[src/rtl/sertx_pkg.sv]
package sertx_pkg;

  localparam int CTRL_W  = 8;
  localparam int SPI_W   = 8;
  localparam int DBITS_W = 4;

  typedef enum logic [1:0] {
    MODE_UART = 2'd0,
    MODE_SYNC = 2'd1,
    MODE_SPI  = 2'd2
  } mode_e;

  typedef struct packed {
    mode_e              mode;
    logic               par_en;
    logic               par_odd;
    logic [DBITS_W-1:0] dbits;
    logic               msb_first;
    logic               cpha;
    logic               cpol;
  } cfg_t;

  function automatic cfg_t decode_ctrl(input logic [CTRL_W-1:0] r);
    cfg_t c;
    case (r[7:6])
      2'b01:   c.mode = MODE_SYNC;
      2'b11:   c.mode = MODE_SPI;
      default: c.mode = MODE_UART;
    endcase
    c.par_en  = r[5];
    c.par_odd = r[5] & r[4];
    case (r[3:1])
      3'b000:  c.dbits = 4'd5;
      3'b001:  c.dbits = 4'd6;
      3'b010:  c.dbits = 4'd7;
      3'b011:  c.dbits = 4'd8;
      3'b111:  c.dbits = 4'd9;
      default: c.dbits = 4'd5;
    endcase
    c.msb_first = r[2];
    c.cpha      = r[1];
    c.cpol      = r[0];
    if (c.mode == MODE_SPI) begin
      c.par_en  = 1'b0;
      c.par_odd = 1'b0;
      c.dbits   = DBITS_W'(SPI_W);
    end
    return c;
  endfunction

endpackage

[src/rtl/sertx_cfg.sv]
module sertx_cfg
  import sertx_pkg::*;
(
  input  logic              clk,
  input  logic              rst,
  input  logic              we,
  input  logic [CTRL_W-1:0] wdata,
  output cfg_t              cfg
);

  logic [CTRL_W-1:0] ctrl_q;

  always_ff @(posedge clk) begin
    if (rst)     ctrl_q <= '0;
    else if (we) ctrl_q <= wdata;
  end

  assign cfg = decode_ctrl(ctrl_q);

endmodule

[src/rtl/sertx_framer.sv]
module sertx_framer
  import sertx_pkg::*;
#(
  parameter int DATA_W  = 9,
  parameter int FRAME_W = DATA_W + 3,
  parameter int CNT_W   = $clog2(FRAME_W + 1)
) (
  input  cfg_t               cfg,
  input  logic [DATA_W-1:0]  data,
  output logic [FRAME_W-1:0] frame,
  output logic [CNT_W-1:0]   len
);

  logic             par;
  logic [CNT_W-1:0] pos;

  always_comb begin
    frame = '1;
    len   = '0;
    par   = 1'b0;
    pos   = '0;
    if (cfg.mode == MODE_SPI) begin
      for (int i = 0; i < SPI_W; i++) begin
        frame[i] = cfg.msb_first ? data[SPI_W-1-i] : data[i];
      end
      len = CNT_W'(SPI_W);
    end else begin
      frame[0] = 1'b0;
      for (int i = 0; i < DATA_W; i++) begin
        if (i < int'(cfg.dbits)) begin
          frame[i+1] = data[i];
          par        = par ^ data[i];
        end
      end
      pos = CNT_W'(cfg.dbits) + CNT_W'(1);
      if (cfg.par_en) frame[pos] = par ^ cfg.par_odd;
      len = CNT_W'(cfg.dbits) + CNT_W'(2) + CNT_W'(cfg.par_en);
    end
  end

endmodule

[src/rtl/sertx_shifter.sv]
module sertx_shifter #(
  parameter int FRAME_W = 12,
  parameter int CNT_W   = $clog2(FRAME_W + 1)
) (
  input  logic               clk,
  input  logic               rst,
  input  logic               start,
  input  logic [FRAME_W-1:0] frame_in,
  input  logic [CNT_W-1:0]   len_in,
  input  logic               clocked_in,
  input  logic               lead_in,
  input  logic               cpol_in,
  input  logic               idle_clk,
  input  logic               baud_tick,
  output logic               ser_out,
  output logic               ser_clk,
  output logic               busy,
  output logic               done
);

  logic [FRAME_W-1:0] frame_q;
  logic [CNT_W-1:0]   len_q;
  logic [CNT_W-1:0]   idx_q;
  logic               half_q;
  logic               clocked_q;
  logic               lead_q;
  logic               cpol_q;

  always_ff @(posedge clk) begin
    if (rst) begin
      ser_out   <= 1'b1;
      ser_clk   <= 1'b0;
      busy      <= 1'b0;
      done      <= 1'b0;
      frame_q   <= '1;
      len_q     <= '0;
      idx_q     <= '0;
      half_q    <= 1'b0;
      clocked_q <= 1'b0;
      lead_q    <= 1'b0;
      cpol_q    <= 1'b0;
    end else begin
      done <= 1'b0;
      if (!busy) begin
        ser_clk <= idle_clk;
        if (start) begin
          busy      <= 1'b1;
          frame_q   <= frame_in;
          len_q     <= len_in;
          clocked_q <= clocked_in;
          lead_q    <= lead_in;
          cpol_q    <= cpol_in;
          idx_q     <= '0;
          half_q    <= 1'b0;
          ser_out   <= lead_in ? 1'b1 : frame_in[0];
        end
      end else if (baud_tick) begin
        if (clocked_q && !half_q) begin
          half_q  <= 1'b1;
          ser_clk <= ~cpol_q;
          if (lead_q) ser_out <= frame_q[idx_q];
        end else begin
          half_q <= 1'b0;
          if (clocked_q) ser_clk <= cpol_q;
          if (idx_q == len_q - CNT_W'(1)) begin
            busy    <= 1'b0;
            done    <= 1'b1;
            ser_out <= 1'b1;
          end else begin
            idx_q <= idx_q + CNT_W'(1);
            if (!lead_q) ser_out <= frame_q[idx_q + CNT_W'(1)];
          end
        end
      end
    end
  end

endmodule

[src/rtl/sertx_engine.sv]
module sertx_engine
  import sertx_pkg::*;
#(
  parameter int DATA_W = 9
) (
  input  logic              clk,
  input  logic              rst,
  input  logic              cfg_we,
  input  logic [7:0]        cfg_wdata,
  input  logic [DATA_W-1:0] tx_data,
  input  logic              tx_load,
  input  logic              baud_tick,
  output logic              ser_out,
  output logic              ser_clk,
  output logic              busy,
  output logic              done
);

  localparam int FRAME_W = DATA_W + 3;
  localparam int CNT_W   = $clog2(FRAME_W + 1);

  cfg_t               cfg;
  logic [FRAME_W-1:0] frame;
  logic [CNT_W-1:0]   len;
  logic               clocked;
  logic               lead;

  sertx_cfg u_cfg (
    .clk   (clk),
    .rst   (rst),
    .we    (cfg_we),
    .wdata (cfg_wdata),
    .cfg   (cfg)
  );

  sertx_framer #(.DATA_W(DATA_W), .FRAME_W(FRAME_W), .CNT_W(CNT_W)) u_framer (
    .cfg   (cfg),
    .data  (tx_data),
    .frame (frame),
    .len   (len)
  );

  assign clocked = (cfg.mode != MODE_UART);
  assign lead    = (cfg.mode == MODE_SYNC) || ((cfg.mode == MODE_SPI) && cfg.cpha);

  sertx_shifter #(.FRAME_W(FRAME_W), .CNT_W(CNT_W)) u_shift (
    .clk        (clk),
    .rst        (rst),
    .start      (tx_load && !busy),
    .frame_in   (frame),
    .len_in     (len),
    .clocked_in (clocked),
    .lead_in    (lead),
    .cpol_in    (cfg.cpol),
    .idle_clk   (clocked && cfg.cpol),
    .baud_tick  (baud_tick),
    .ser_out    (ser_out),
    .ser_clk    (ser_clk),
    .busy       (busy),
    .done       (done)
  );

endmodule

[config.mk]
export PLATFORM = sky130hd
export DESIGN_NAME = sertx_engine
export DESIGN_NICKNAME = d
export VERILOG_FILES = /design/src/rtl/sertx_pkg.sv /design/src/rtl/sertx_cfg.sv /design/src/rtl/sertx_framer.sv /design/src/rtl/sertx_shifter.sv /design/src/rtl/sertx_engine.sv
export SDC_FILE = /design/constraint.sdc
export NUM_CORES = 1
export LEC_CHECK = 0
export CAP_MARGIN = 20
export CORE_MARGIN = 4
export CORE_UTILIZATION = 55
export CTS_CLUSTER_SIZE = 14
export DETAILED_ROUTE_END_ITERATION = 8
export PLACE_DENSITY = 0.84
export SYNTH_ARGS = -nofsm -noshare
export SYNTH_HDL_FRONTEND = slang
export SYNTH_SLANG_ARGS = --single-unit
export TNS_END_PERCENT = 10
[constraint.sdc]
create_clock -name clk -period 2.6 [get_ports clk]
set_clock_uncertainty 0.15 [all_clocks]
set_input_delay 0.65 -clock clk [delete_from_list [all_inputs] [get_ports clk]]
set_output_delay 0.65 -clock clk [all_outputs]
set_load 0.05 [all_outputs]
* After elaboration in Yosys (flattened, before gate mapping)
Index checks and enable logic that the tools add are counted.
** Storage, ports and cells
- Word-level logic and storage cells :: 159
- Bits of input ports :: 22
- Output and inout bits :: 4
- Bits in registers :: 36
** Operators by class
- Order comparisons :: 13
- $add $sub $neg :: 5
- Reductions and logical operators :: 16
- Muxes and demuxes :: 85
- Bitwise gates (word level) :: 13
- Equal/unequal tests :: 15
** Operator list (number)
- $mux W1 :: 69
- $mux W4 :: 7
- $lt A3 B4 Y1 const A :: 4
- $pmux W4 S4 :: 1
- $lt A4 B5 Y1 const B :: 3
- $bwmux W12 :: 1
- $mux W12 :: 1
- $xor A1 B1 Y1 :: 9
- $add A4 B1 Y4 const B :: 2
- $bmux W1 S4 :: 2
- $lt A1 B4 Y1 const A :: 2
- $lt A2 B4 Y1 const A :: 2
- $mux W8 :: 1
- $reduce_and A4 Y1 :: 2
- $eq A3 B2 Y1 const B :: 2
- $mux W6 :: 1
- $ne A2 B2 Y1 const B :: 3
- $ne A3 B3 Y1 const B :: 2
- $reduce_and A2 Y1 :: 3
- $logic_and A1 B1 Y1 :: 5
- $add A4 B1 Y4 :: 1
- $add A4 B2 Y4 const B :: 1
- $demux W1 S4 :: 1
- $eq A2 B1 Y1 const B :: 2
- 15 further kinds :: 20

* Logic depth before layout (Yosys ltp)
Gate-level depths: netlist (run 1).
- Word-level depth :: 38
- Mapped depth :: 10
- Mapped depth without buffers :: 9

* Cells and area by module
From an unflattened synthesis (run 1), not the netlist that was laid out.
** Second synthesis, totals
- Cell total of the unflattened synthesis :: 323
- Area, all modules :: 2683.8 µm²
** Modules (own cells, without submodules)
- sertx_shifter :: cells each 167, area an instance 1477.7 µm², times used 1, seq. area each 560.5 µm²
- sertx_framer :: cells each 110, area an instance 794.5 µm², times used 1, seq. area each 0.0 µm²
- sertx_cfg :: cells each 41, area an instance 374.1 µm², times used 1, seq. area each 160.2 µm²
- sertx_engine :: cells each 5, area an instance 37.5 µm², times used 1, seq. area each 0.0 µm²

* Least setup slack after synthesis (run 1)
No wires, ideal clock.
- Path kind :: input to register
- Start :: input port tx_data[1]
- End :: register u_shift.frame_q[9]
- Data arrival time :: 1.849 ns
- Required time :: 2.322 ns
- Cell stages on the path :: 7
- Slack :: 0.474 ns
- Buffers on the path :: 0
- Cell sequence :: xor2_1 -> xnor2_1 -> xnor2_1 -> xnor3_2 -> xnor2_2 -> o41ai_1 -> o21ai_1
** On the way
- Word-level cells in the longest chain between the ends :: 28
** Ends and longest elaborated chain
- start: declaration :: RTL line sertx_engine.sv:10 : input logic [DATA_W-1:0] tx_data,
- $xor A1 B1 Y1 (*) :: RTL line sertx_framer.sv:32 : par = par ^ data[i];
- $mux W1 (*) :: RTL line sertx_framer.sv:30 : if (i < int'(cfg.dbits)) begin
- $mux W1 (*) :: RTL line sertx_framer.sv:22 : if (cfg.mode == MODE_SPI) begin
- $xor A1 B1 Y1 :: RTL line sertx_framer.sv:32
- $mux W1 (*) :: RTL line sertx_framer.sv:30
- $mux W1 (*) :: RTL line sertx_framer.sv:22
- $xor A1 B1 Y1 :: RTL line sertx_framer.sv:32
- $mux W1 (*) :: RTL line sertx_framer.sv:30
- (+12 left out)
- $mux W1 (*) :: RTL line sertx_framer.sv:22
- $xor A1 B1 Y1 :: RTL line sertx_framer.sv:32
- $mux W1 (*) :: RTL line sertx_framer.sv:30
- $mux W1 (*) :: RTL line sertx_framer.sv:22
- $xor A1 B1 Y1 (*) :: RTL line sertx_framer.sv:36 : if (cfg.par_en) frame[pos] = par ^ cfg.par_odd;
- $bwmux W12 (*) :: RTL line sertx_framer.sv:36
- $mux W12 (*) :: RTL line sertx_framer.sv:36
- $mux W4 (*) :: RTL line sertx_framer.sv:22
- end signal: assignment :: RTL line sertx_shifter.sv:48 : frame_q <= frame_in;
- end: declaration :: RTL line sertx_shifter.sv:21 : logic [FRAME_W-1:0] frame_q;
Every way passes the cells marked *; elsewhere a longest branch is shown, timed or not. The select of a mux whose other input is x is not followed.
A chain may end at the register's enable or synchronous reset.

* Worst setup path in the final report (run 1)
- Start :: input port tx_data[3]
- End :: register u_shift.frame_q[9]
** On the way
- Word-level cells in the longest chain between the ends :: 22
** Ends and longest elaborated chain (RTL line)
- $xor A1 B1 Y1 (*) :: sertx_framer.sv:32
- $mux W1 (*) :: sertx_framer.sv:30
- $mux W1 (*) :: sertx_framer.sv:22
- $xor A1 B1 Y1 :: sertx_framer.sv:32
- $mux W1 (*) :: sertx_framer.sv:30
- $mux W1 (*) :: sertx_framer.sv:22
- $xor A1 B1 Y1 :: sertx_framer.sv:32
- $mux W1 (*) :: sertx_framer.sv:30
- (+6 left out)
- $mux W1 (*) :: sertx_framer.sv:22
- $xor A1 B1 Y1 :: sertx_framer.sv:32
- $mux W1 (*) :: sertx_framer.sv:30
- $mux W1 (*) :: sertx_framer.sv:22
- $xor A1 B1 Y1 (*) :: sertx_framer.sv:36
- $bwmux W12 (*) :: sertx_framer.sv:36
- $mux W12 (*) :: sertx_framer.sv:36
- $mux W4 (*) :: sertx_framer.sv:22
Marks and branches as above.

==> flow_metrics.env, run 1 <==
export IMPL_clockBufferDepth=2
export IMPL_min_path_cells=2
export IMPL_min_path_type="register to register"
export IMPL_fin_cells=331
export IMPL_drv_slew=0
export IMPL_worst_pin_slew_ns=0.512
export IMPL_wl_mm=4.76
export IMPL_synthFlopType="dfxtp_1"
export IMPL_placed_area_um2=2520
export IMPL_grt_max_degree=31
export IMPL_synth_yosys_seq_area_share_pct=32.9
export IMPL_die_h_um=71.2
export IMPL_cp_end_kind="register"
export IMPL_drt_pass1_iter_count=4
export IMPL_via_per_inst=5.70
export IMPL_drive_above_1_share_pct=14.1
export IMPL_critical_path_class="primary input to register"
export IMPL_ctsHoldBuffers=0
export IMPL_cts_sinks=36
export IMPL_peakVddDrop_mv=0.390
export IMPL_worstHoldEndpoint="u_shift.cpol_q"
export IMPL_num_vias=1888
export IMPL_dr_first_iter_drc_count=127
export IMPL_period_share_pct=94.9
export IMPL_start_kind="primary input"
export IMPL_avgSynthCellArea_um2=8.67
export IMPL_die_w_um=71.2
export IMPL_status="complete, no violations"
export IMPL_period_minus_slack_ns=2.47
export IMPL_timing_rr_end="u_shift.ser_out"
export IMPL_place_gp_congestion=0.791
export IMPL_cap_violations=0
export IMPL_power_density_nw_per_um2=533
export IMPL_ys_ff_latch=36
export IMPL_min_from="u_cfg.ctrl_q[0]"
export IMPL_h_tree_depth=2
export IMPL_synth_top_area_share_pct=32.9
export IMPL_area_growth_pct=19.8
export IMPL_cts_tree="yes"
export IMPL_crit_reg2reg_launch="u_shift.idx_q[0]"
export IMPL_leakage_uw=0.00102
export IMPL_gr_total_overflow=0
export IMPL_syn_inst=253
export IMPL_post_cts_buffers=0
export IMPL_crit_required_ns=2.62
export IMPL_nets=308
export IMPL_cts_made_buffers=5
export IMPL_grt_use_total_pct=20.2
export IMPL_ant_nets=0
export IMPL_synth_top_cell_by_area="dfxtp_1"
export IMPL_placed_cells=323
export IMPL_n_fill_cell=312
export IMPL_dieArea_um2=5060
export IMPL_max_freq_mhz=405
export IMPL_syn_num_nets=279
export IMPL_ys_top_cells_by_area="dfxtp_1 33%, mux2i_1 6.8%, mux4_2 6.2%, nor2_1 5.0%, nand2_1 4.6%"
export IMPL_cp_arrival_ns=2.48
export IMPL_grt_pass1_wl_mm=8.25
export IMPL_hold_slack_ns=0.325
export IMPL_routedWlPerCell_um=14.4
export IMPL_ys_async_sr_fraction_pct=0
export IMPL_antennaDiodeCount=0
export IMPL_setup_viol=0
export IMPL_grt_pass1_vias=1829
export IMPL_port_buffers=25
export IMPL_worstSkewPairLatency_ns=0.30
export IMPL_cts_root_buf="clkbuf_8"
export IMPL_pin_count=26
export IMPL_core_area_um2=3740
export IMPL_mappedNetlistArea_um2=2190
export IMPL_synth_distinct_cells=54
export IMPL_drc=0
export IMPL_hold_violations=0
export IMPL_max_slew_margin_pct=65.7
export IMPL_ys_warn_count=0
export IMPL_core_rowCount=22
export IMPL_rsz0062_at_grt="no"
export IMPL_r2r_slack_ns=0.38
export IMPL_post_cts_resized=0
export IMPL_rr_worst_depth=7
export IMPL_fin_area_um2=2630
export IMPL_antenna_found_initial=0
export IMPL_crit_path_max_fanout=4
export IMPL_synth_edf_count=0
export IMPL_dpl_hpwl_mm=3.47
export IMPL_start_util_pct=58.6
export IMPL_clk_pin_slew_ns=0.07
flip-flops by register name, indices dropped and copies added, names as in the netlist:
register	cells
u_shift.ser_clk	1
u_shift.cpol_q	1
u_shift.busy	1
u_shift.clocked_q	1
u_shift.len_q	4
u_shift.lead_q	1
u_cfg.ctrl_q	8
u_shift.half_q	1
u_shift.idx_q	4
u_shift.done	1
u_shift.frame_q	12
u_shift.ser_out	1
cell type report:
cell class	instances	area [µm²]	share of cell area [%]
inverters	7	26.3	1.00
well taps	48	60.1	2.29
clock inverters	2	35.0	1.33
clock buffers	6	72.6	2.76
flip-flops and latches	36	721	27.4
repair buffers	40	363	13.8
multi-input cells	192	1350	51.4
layer usage:
layer	GRT usage (%)	routed length (µm)	part of all wire (%)
met5	0	0	0
met4	4.59	40	0.84
met3	5.26	249	5.2
met2	35.4	2390	50
met1	24.8	2080	44
kinds of logic (layout without fill, tap and decap cells):
| kind of cell | count (synthesis) | after routing | share of synthesized area (%) |
|---|---|---|---|
| buffers and inverters | 25 | 55 | 5.59 |
| DFF | 36 | 36 | 32.9 |
| and+or+nand+nor | 93 | 93 | 20.1 |
| adders and majority gates | 4 | 4 | 2.28 |
| muxes | 23 | 23 | 14.0 |
| AOI/OAI and AO/OA | 54 | 54 | 16.0 |
| xor gates and xnor gates | 18 | 18 | 9.18 |
where the power goes:
part           total, µW  internal (µW)  switching, µW
clock network        496            285            211
logic                296            151            145
registers            608            581           26.7
total               1400           1020            383
how the worst max path moves through the flow:
| stage | from | end | slack, ns | depth (start not counted) |
|---|---|---|---|---|
| after floorplan | tx_data[1] | u_shift.frame_q[9] | 0.47 | 7 |
| after CTS | tx_data[3] | u_shift.frame_q[9] | 0.14 | 8 |
| after global placement | tx_data[3] | u_shift.frame_q[9] | -0.09 | 8 |
| final | tx_data[3] | u_shift.frame_q[9] | 0.13 | 8 |
| after detailed placement | tx_data[3] | u_shift.frame_q[9] | -0.15 | 8 |
| after global routing | tx_data[3] | u_shift.frame_q[9] | 0.05 | 8 |
per-stage QoR:
| stage | utilization [%] | power (µW) | TNS (ns) | setup slack (ns) |
|---|---|---|---|---|
| after CTS | 70.2 | 1400 | 0 | 0.137 |
| after global placement | 67.3 | 905 | -0.0904 | -0.0904 |
| after detailed placement | 67.3 | 914 | -0.230 | -0.149 |
| final | 70.2 | 1400 | 0 | 0.132 |
| after global routing | 70.2 | 1470 | 0 | 0.0466 |
| after floorplan | - | 820 | 0 | 0.474 |
synthesized netlist by cell type, types with 2 or more instances:
cell type	instances
a211oi_1	3
or3_1	2
o21a_1	3
nand2_1	27
nor2b_1	3
xnor2_1	7
o211ai_1	5
mux2i_1	15
a22oi_1	2
nor3_1	6
mux2_2	2
nor2_1	29
o21ai_0	5
a31oi_1	3
buf_1	2
a21oi_1	17
o21ai_1	5
buf_6	3
buf_2	2
inv_1	6
clkbuf_1	10
xnor2_2	2
nand3_1	11
ha_1	4
xor2_1	7
mux4_2	6
dfxtp_1	36
nand2b_1	4
layout by cell type, fill, tap and decap left out, types with 2 or more instances in the layout:
cell              n
dfxtp_1          36
nor2_1           29
nand2_1          27
clkdlybuf4s50_1  25
a21oi_1          17
mux2i_1          15
buf_4            15
nand3_1          11
xnor2_1           7
xor2_1            7
inv_1             6
nor3_1            6
mux4_2            6
o21ai_0           5
o21ai_1           5
o211ai_1          5
clkbuf_8          5
nand2b_1          4
ha_1              4
nor2b_1           3
a31oi_1           3
a211oi_1          3
o21a_1            3
or3_1             2
a22oi_1           2
xnor2_2           2
mux2_2            2
worst max-delay path: stages:
cell and delay, ns:
clkdlybuf4s50_1 0.49, xor2_1 0.18, xnor2_1 0.16, xnor2_1 0.16, xnor3_2 0.30, xnor2_2 0.18, o41ai_1 0.26, o21ai_1 0.10
(Power assumes the default switching activity.)
==> inputs of run 2 (changes only) <==
--- a/config.mk
+++ b/config.mk
@@ -11,6 +11,7 @@
 export CTS_CLUSTER_SIZE = 14
 export DETAILED_ROUTE_END_ITERATION = 8
 export PLACE_DENSITY = 0.84
+export RECOVER_POWER = 50
 export SYNTH_ARGS = -nofsm -noshare
 export SYNTH_HDL_FRONTEND = slang
 export SYNTH_SLANG_ARGS = --single-unit
==> run 2 against run 1 <==
Via count up 1.1%. Fmax down 0.17%. Final cell count unchanged. Worst hold slack better by 0.0012 ns. Critical endpoint unchanged. Largest cell class unchanged.
==> flow_metrics.env, run 2 (synthesis gave the netlist of run 1 again) <==
export IMPL_leakage_uw=0.00102
export IMPL_start_util_pct=58.6
export IMPL_pwr_share_comb_pct=21.1
export IMPL_crit_path_max_fanout=4
export IMPL_largest_register="u_shift.frame_q"
export IMPL_post_cts_buffers=0
export IMPL_drt_pass1_iter_count=7
export IMPL_finalWorstSetupSlack_ns=0.128
export IMPL_min_from="u_shift.frame_q[11]"
export IMPL_dpl_hpwl_mm=3.47
export IMPL_peakVddDrop_mv=0.385
export IMPL_placed_cells=323
export IMPL_grt_pass1_vias=1829
export IMPL_post_cts_resized=0
export IMPL_start_kind="primary input"
export IMPL_rr_worst_depth=7
export IMPL_gr_total_overflow=0
export IMPL_dieArea_um2=5060
export IMPL_intPower_uw=1010
export IMPL_nets=308
export IMPL_cts_root_buf="clkbuf_8"
export IMPL_final_common_cell="dfxtp_1"
export IMPL_r2r_slack_ns=0.38
export IMPL_worst_pin_slew_ns=0.572
export IMPL_cts_sinks=36
export IMPL_p_switching_uw=380
export IMPL_critical_path_class="primary input to register"
export IMPL_seq_power_share_pct=43.6
export IMPL_wl_mm=4.80
export IMPL_cts_made_buffers=5
export IMPL_pwr_share_clk_pct=35.4
export IMPL_setup_viol=0
export IMPL_period_minus_slack_ns=2.47
export IMPL_layout_common_cells="36 x dfxtp_1, 29 x nor2_1, 27 x nand2_1, 22 x clkdlybuf4s50_1, 17 x a21oi_1"
export IMPL_cap_violations=0
export IMPL_reg_top3="u_shift.frame_q x12, u_cfg.ctrl_q x8"
export IMPL_rsz0062_at_grt="no"
export IMPL_area_growth_pct=19.5
export IMPL_max_slew_margin_pct=61.8
export IMPL_pin_count=26
export IMPL_cts_tree="yes"
export IMPL_timing_rr_end="u_shift.ser_out"
export IMPL_drive_above_1_share_pct=13.4
export IMPL_largest_register_ffs=12
export IMPL_drv_slew=0
export IMPL_port_buffers=25
export IMPL_crit_required_ns=2.61
export IMPL_antenna_found_initial=0
export IMPL_core_area_um2=3740
export IMPL_period_share_pct=95.1
export IMPL_grt_pass1_wl_mm=8.25
export IMPL_ctsHoldBuffers=0
export IMPL_max_freq_mhz=405
export IMPL_routedWlPerCell_um=14.5
export IMPL_min_path_type="register to register"
export IMPL_drc=0
export IMPL_hold_violations=0
export IMPL_core_rowCount=22
export IMPL_antennaDiodeCount=0
export IMPL_h_tree_depth=2
export IMPL_sw_frac_of_total_pct=27.3
export IMPL_cp_arrival_ns=2.49
export IMPL_cp_end_kind="register"
export IMPL_worstSkewPairLatency_ns=0.30
export IMPL_via_per_inst=5.76
export IMPL_power_density_nw_per_um2=532
export IMPL_min_path_cells=1
export IMPL_num_vias=1908
export IMPL_crit_reg2reg_launch="u_shift.idx_q[0]"
export IMPL_grt_use_total_pct=20.2
export IMPL_status="complete, no violations"
export IMPL_dr_first_iter_drc_count=124
export IMPL_clockBufferDepth=2
export IMPL_die_h_um=71.2
export IMPL_total_power_uw=1390
export IMPL_fin_cells=331
export IMPL_ant_nets=0
export IMPL_pre_cts_slack_ns=-0.149
export IMPL_clk_pin_slew_ns=0.07
export IMPL_place_gp_congestion=0.791
export IMPL_worstHoldEndpoint="u_shift.frame_q[11]"
export IMPL_die_w_um=71.2
export IMPL_grt_max_degree=31
-- run 2: worst max path at each step --
stage                           from            endpoint  slack (ns)
after floorplan           tx_data[1]  u_shift.frame_q[9]        0.47
after global placement    tx_data[3]  u_shift.frame_q[9]       -0.09
after detailed placement  tx_data[3]  u_shift.frame_q[9]       -0.15
after CTS                 tx_data[3]  u_shift.frame_q[9]        0.14
after global routing      tx_data[3]  u_shift.frame_q[9]        0.05
final                     tx_data[3]  u_shift.frame_q[9]        0.13
-- run 2: area by class of cell --
| type | instances | area (µm²) |
|---|---|---|
| Clock buffer | 6 | 72.6 |
| Clock inverter | 2 | 35.0 |
| Fill cell | 316 | 1120 |
| Inverter | 7 | 26.3 |
| Multi-Input combinational cell | 192 | 1350 |
| Sequential cell | 36 | 721 |
| Tap cell | 48 | 60.1 |
| Timing Repair Buffer | 40 | 355 |
-- run 2: metrics by stage --
| step | hold slack, ns | utilization (%) | instance area (µm²) | TNS (ns) |
|---|---|---|---|---|
| 2_1_floorplan | 0.278 | - | 2190 | 0 |
| 3_3_place_gp | 0.302 | 67.3 | 2520 | -0.0904 |
| 3_5_place_dp | 0.310 | 67.3 | 2520 | -0.230 |
| 4_1_cts | 0.327 | 70.2 | 2630 | 0 |
| 5_1_grt | 0.351 | 70.0 | 2620 | 0 |
| 6_report | 0.326 | 70.0 | 2620 | 0 |
-- run 2: critical path: stages --
cell and delay (ns):
clkdlybuf4s50_1 0.49, xor2_1 0.18, xnor2_1 0.16, xnor2_1 0.16, xnor3_2 0.30, xnor2_2 0.18, o41ai_1 0.26, o21ai_1 0.10
-- run 2: metal layers --
layer	wire length, µm	vias to the layer above	track usage (%)
li1	-	954	-
met1	2120	904	24.8
met2	2410	45	35.4
met3	227	5	5.26
met4	40	0	4.59
met5	0	-	0
-- run 2: power by group through the flow --
stage	Sequential [µW]	Combinational (µW)	Clock (µW)
finish	608	294	493
global route	613	323	526
CTS	608	297	498
detailed placement	620	294	0
global placement	619	286	0
floorplan	622	198	0
==> inputs of run 3 (changes only) <==
--- a/config.mk
+++ b/config.mk
@@ -5,12 +5,11 @@
 export SDC_FILE = /design/constraint.sdc
 export NUM_CORES = 1
 export LEC_CHECK = 0
-export CAP_MARGIN = 20
 export CORE_MARGIN = 4
-export CORE_UTILIZATION = 55
+export CORE_UTILIZATION = 45
 export CTS_CLUSTER_SIZE = 14
 export DETAILED_ROUTE_END_ITERATION = 8
-export PLACE_DENSITY = 0.84
+export PLACE_DENSITY = 0.7
 export RECOVER_POWER = 50
 export SYNTH_ARGS = -nofsm -noshare
 export SYNTH_HDL_FRONTEND = slang
==> run 3 against run 2 <==
Final cell count up 6.3%. Combinational power about the same. Via count down 2.7%.
==> flow_metrics.env, run 3 (synthesis gave the netlist of run 1 again) <==
export IMPL_max_freq_mhz=411
export IMPL_n_fill_cell=439
export IMPL_post_cts_resized=0
export IMPL_largest_register="u_shift.frame_q"
export IMPL_cts_tree="yes"
export IMPL_drive_above_1_share_pct=14.4
export IMPL_min_path_type="register to register"
export IMPL_cts_made_buffers=5
export IMPL_crit_path_max_fanout=4
export IMPL_antennaDiodeCount=0
export IMPL_nets=310
export IMPL_period_minus_slack_ns=2.43
export IMPL_min_path_cells=2
export IMPL_rsz0062_at_grt="no"
export IMPL_clk_pin_slew_ns=0.07
export IMPL_cp_end_kind="register"
export IMPL_core_rowCount=25
export IMPL_drv_slew=0
export IMPL_peakVddDrop_mv=0.362
export IMPL_power_density_nw_per_um2=492
export IMPL_h_tree_depth=2
export IMPL_gr_total_overflow=0
export IMPL_hold_violations=0
export IMPL_setup_viol=0
export IMPL_wl_mm=4.75
export IMPL_setup_tns_ns=0
export IMPL_drt_pass1_iter_count=4
export IMPL_largest_register_ffs=12
export IMPL_max_slew_margin_pct=60.6
export IMPL_dr_first_iter_drc_count=116
export IMPL_grt_pass1_vias=1784
export IMPL_routedWlPerCell_um=13.5
export IMPL_status="complete, no violations"
export IMPL_regArea_um2=721
export IMPL_period_share_pct=93.5
export IMPL_hold_slack_ns=0.329
export IMPL_dpl_hpwl_mm=3.62
export IMPL_pin_count=26
export IMPL_ctsHoldBuffers=0
export IMPL_die_h_um=77.8
export IMPL_antenna_found_initial=0
export IMPL_cts_root_buf="clkbuf_8"
export IMPL_grt_use_total_pct=17.0
export IMPL_core_area_um2=4720
export IMPL_final_common_cell="dfxtp_1"
export IMPL_rr_worst_depth=7
export IMPL_drc=0
export IMPL_multiInputGateArea_um2=1350
export IMPL_layout_common_cells="36 x dfxtp_1, 29 x nor2_1, 27 x nand2_1, 20 x clkdlybuf4s50_1, 17 x a21oi_1"
export IMPL_critical_path_class="primary input to register"
export IMPL_grt_pass1_wl_mm=8.38
export IMPL_leakage_uw=0.00102
export IMPL_place_gp_congestion=0.835
export IMPL_grt_max_degree=25
export IMPL_port_buffers=25
export IMPL_worstSkewPairLatency_ns=0.29
export IMPL_start_kind="primary input"
export IMPL_cts_sinks=36
export IMPL_ant_nets=0
export IMPL_fin_area_um2=2630
export IMPL_cp_arrival_ns=2.44
export IMPL_clockBufferDepth=2
export IMPL_post_cts_buffers=0
export IMPL_dieArea_um2=6060
export IMPL_die_w_um=77.8
export IMPL_crit_required_ns=2.61
export IMPL_reg_top3="u_shift.frame_q x12, u_cfg.ctrl_q x8"
export IMPL_placed_area_um2=2560
export IMPL_worst_pin_slew_ns=0.594
export IMPL_via_per_inst=5.28
export IMPL_area_growth_pct=19.9
export IMPL_num_vias=1857
export IMPL_cap_violations=0
export IMPL_start_util_pct=46.4
## run 3: cell types whose count changed in the layout (fill, tap and decap cells not counted), sizes merged
cell	change
clkinv	+2
clkdlybuf4s50	-2
clkbuf	+1
bufinv	-1
buf	+1
dlygate4sd3	+1
## run 3: through the flow
stage	worst slack (ns)	total power, µW	instances	util [%]
global placement	-0.113	911	344	54.1
global route	0.0238	1360	352	55.7
finish	0.168	1290	352	55.7
floorplan	0.474	820	253	-
CTS	0.157	1310	352	56.0
detailed placement	-0.140	919	344	54.1
## run 3: critical path, cell delays in order
cell and delay (ns):
clkdlybuf4s50_1 0.50, xor2_1 0.18, xnor2_1 0.16, xnor2_1 0.15
xnor3_2 0.29, xnor2_2 0.18, o41ai_1 0.25, o21ai_1 0.08
## run 3: final cells by class
type                            instances  share of cell area (%)
Clock buffer                            5                    2.62
Clock inverter                          3                   0.714
Sequential cell                        36                    27.4
Timing Repair Buffer                   42                    13.7
Inverter                                7                   0.999
Tap cell                               67                    3.19
Multi-Input combinational cell        192                    51.3
## run 3: worst paths after layout
path                    startpoint            endpoint  slack (ns)
setup / recovery        tx_data[3]  u_shift.frame_q[9]        0.17
hold / removal     u_cfg.ctrl_q[0]      u_shift.cpol_q        0.33
hold reg to reg    u_cfg.ctrl_q[0]      u_shift.cpol_q        0.33
setup reg to reg  u_shift.idx_q[0]     u_shift.ser_out        0.37
## run 3: where the power goes
part / switching, µW / total (µW) / internal (µW)
sequential: 26.9 / 608 / 581
combinational: 143 / 291 / 149
clock: 207 / 394 / 187
total: 377 / 1290 / 916
## run 3: per-layer routing
metal	part of all wire (%)	up-vias	GRT usage, %
met5	0	-	0
met4	0.90	0	4.80
met1	46	859	22.5
li1	-	960	-
met2	49	32	28.6
met3	4.1	6	2.78
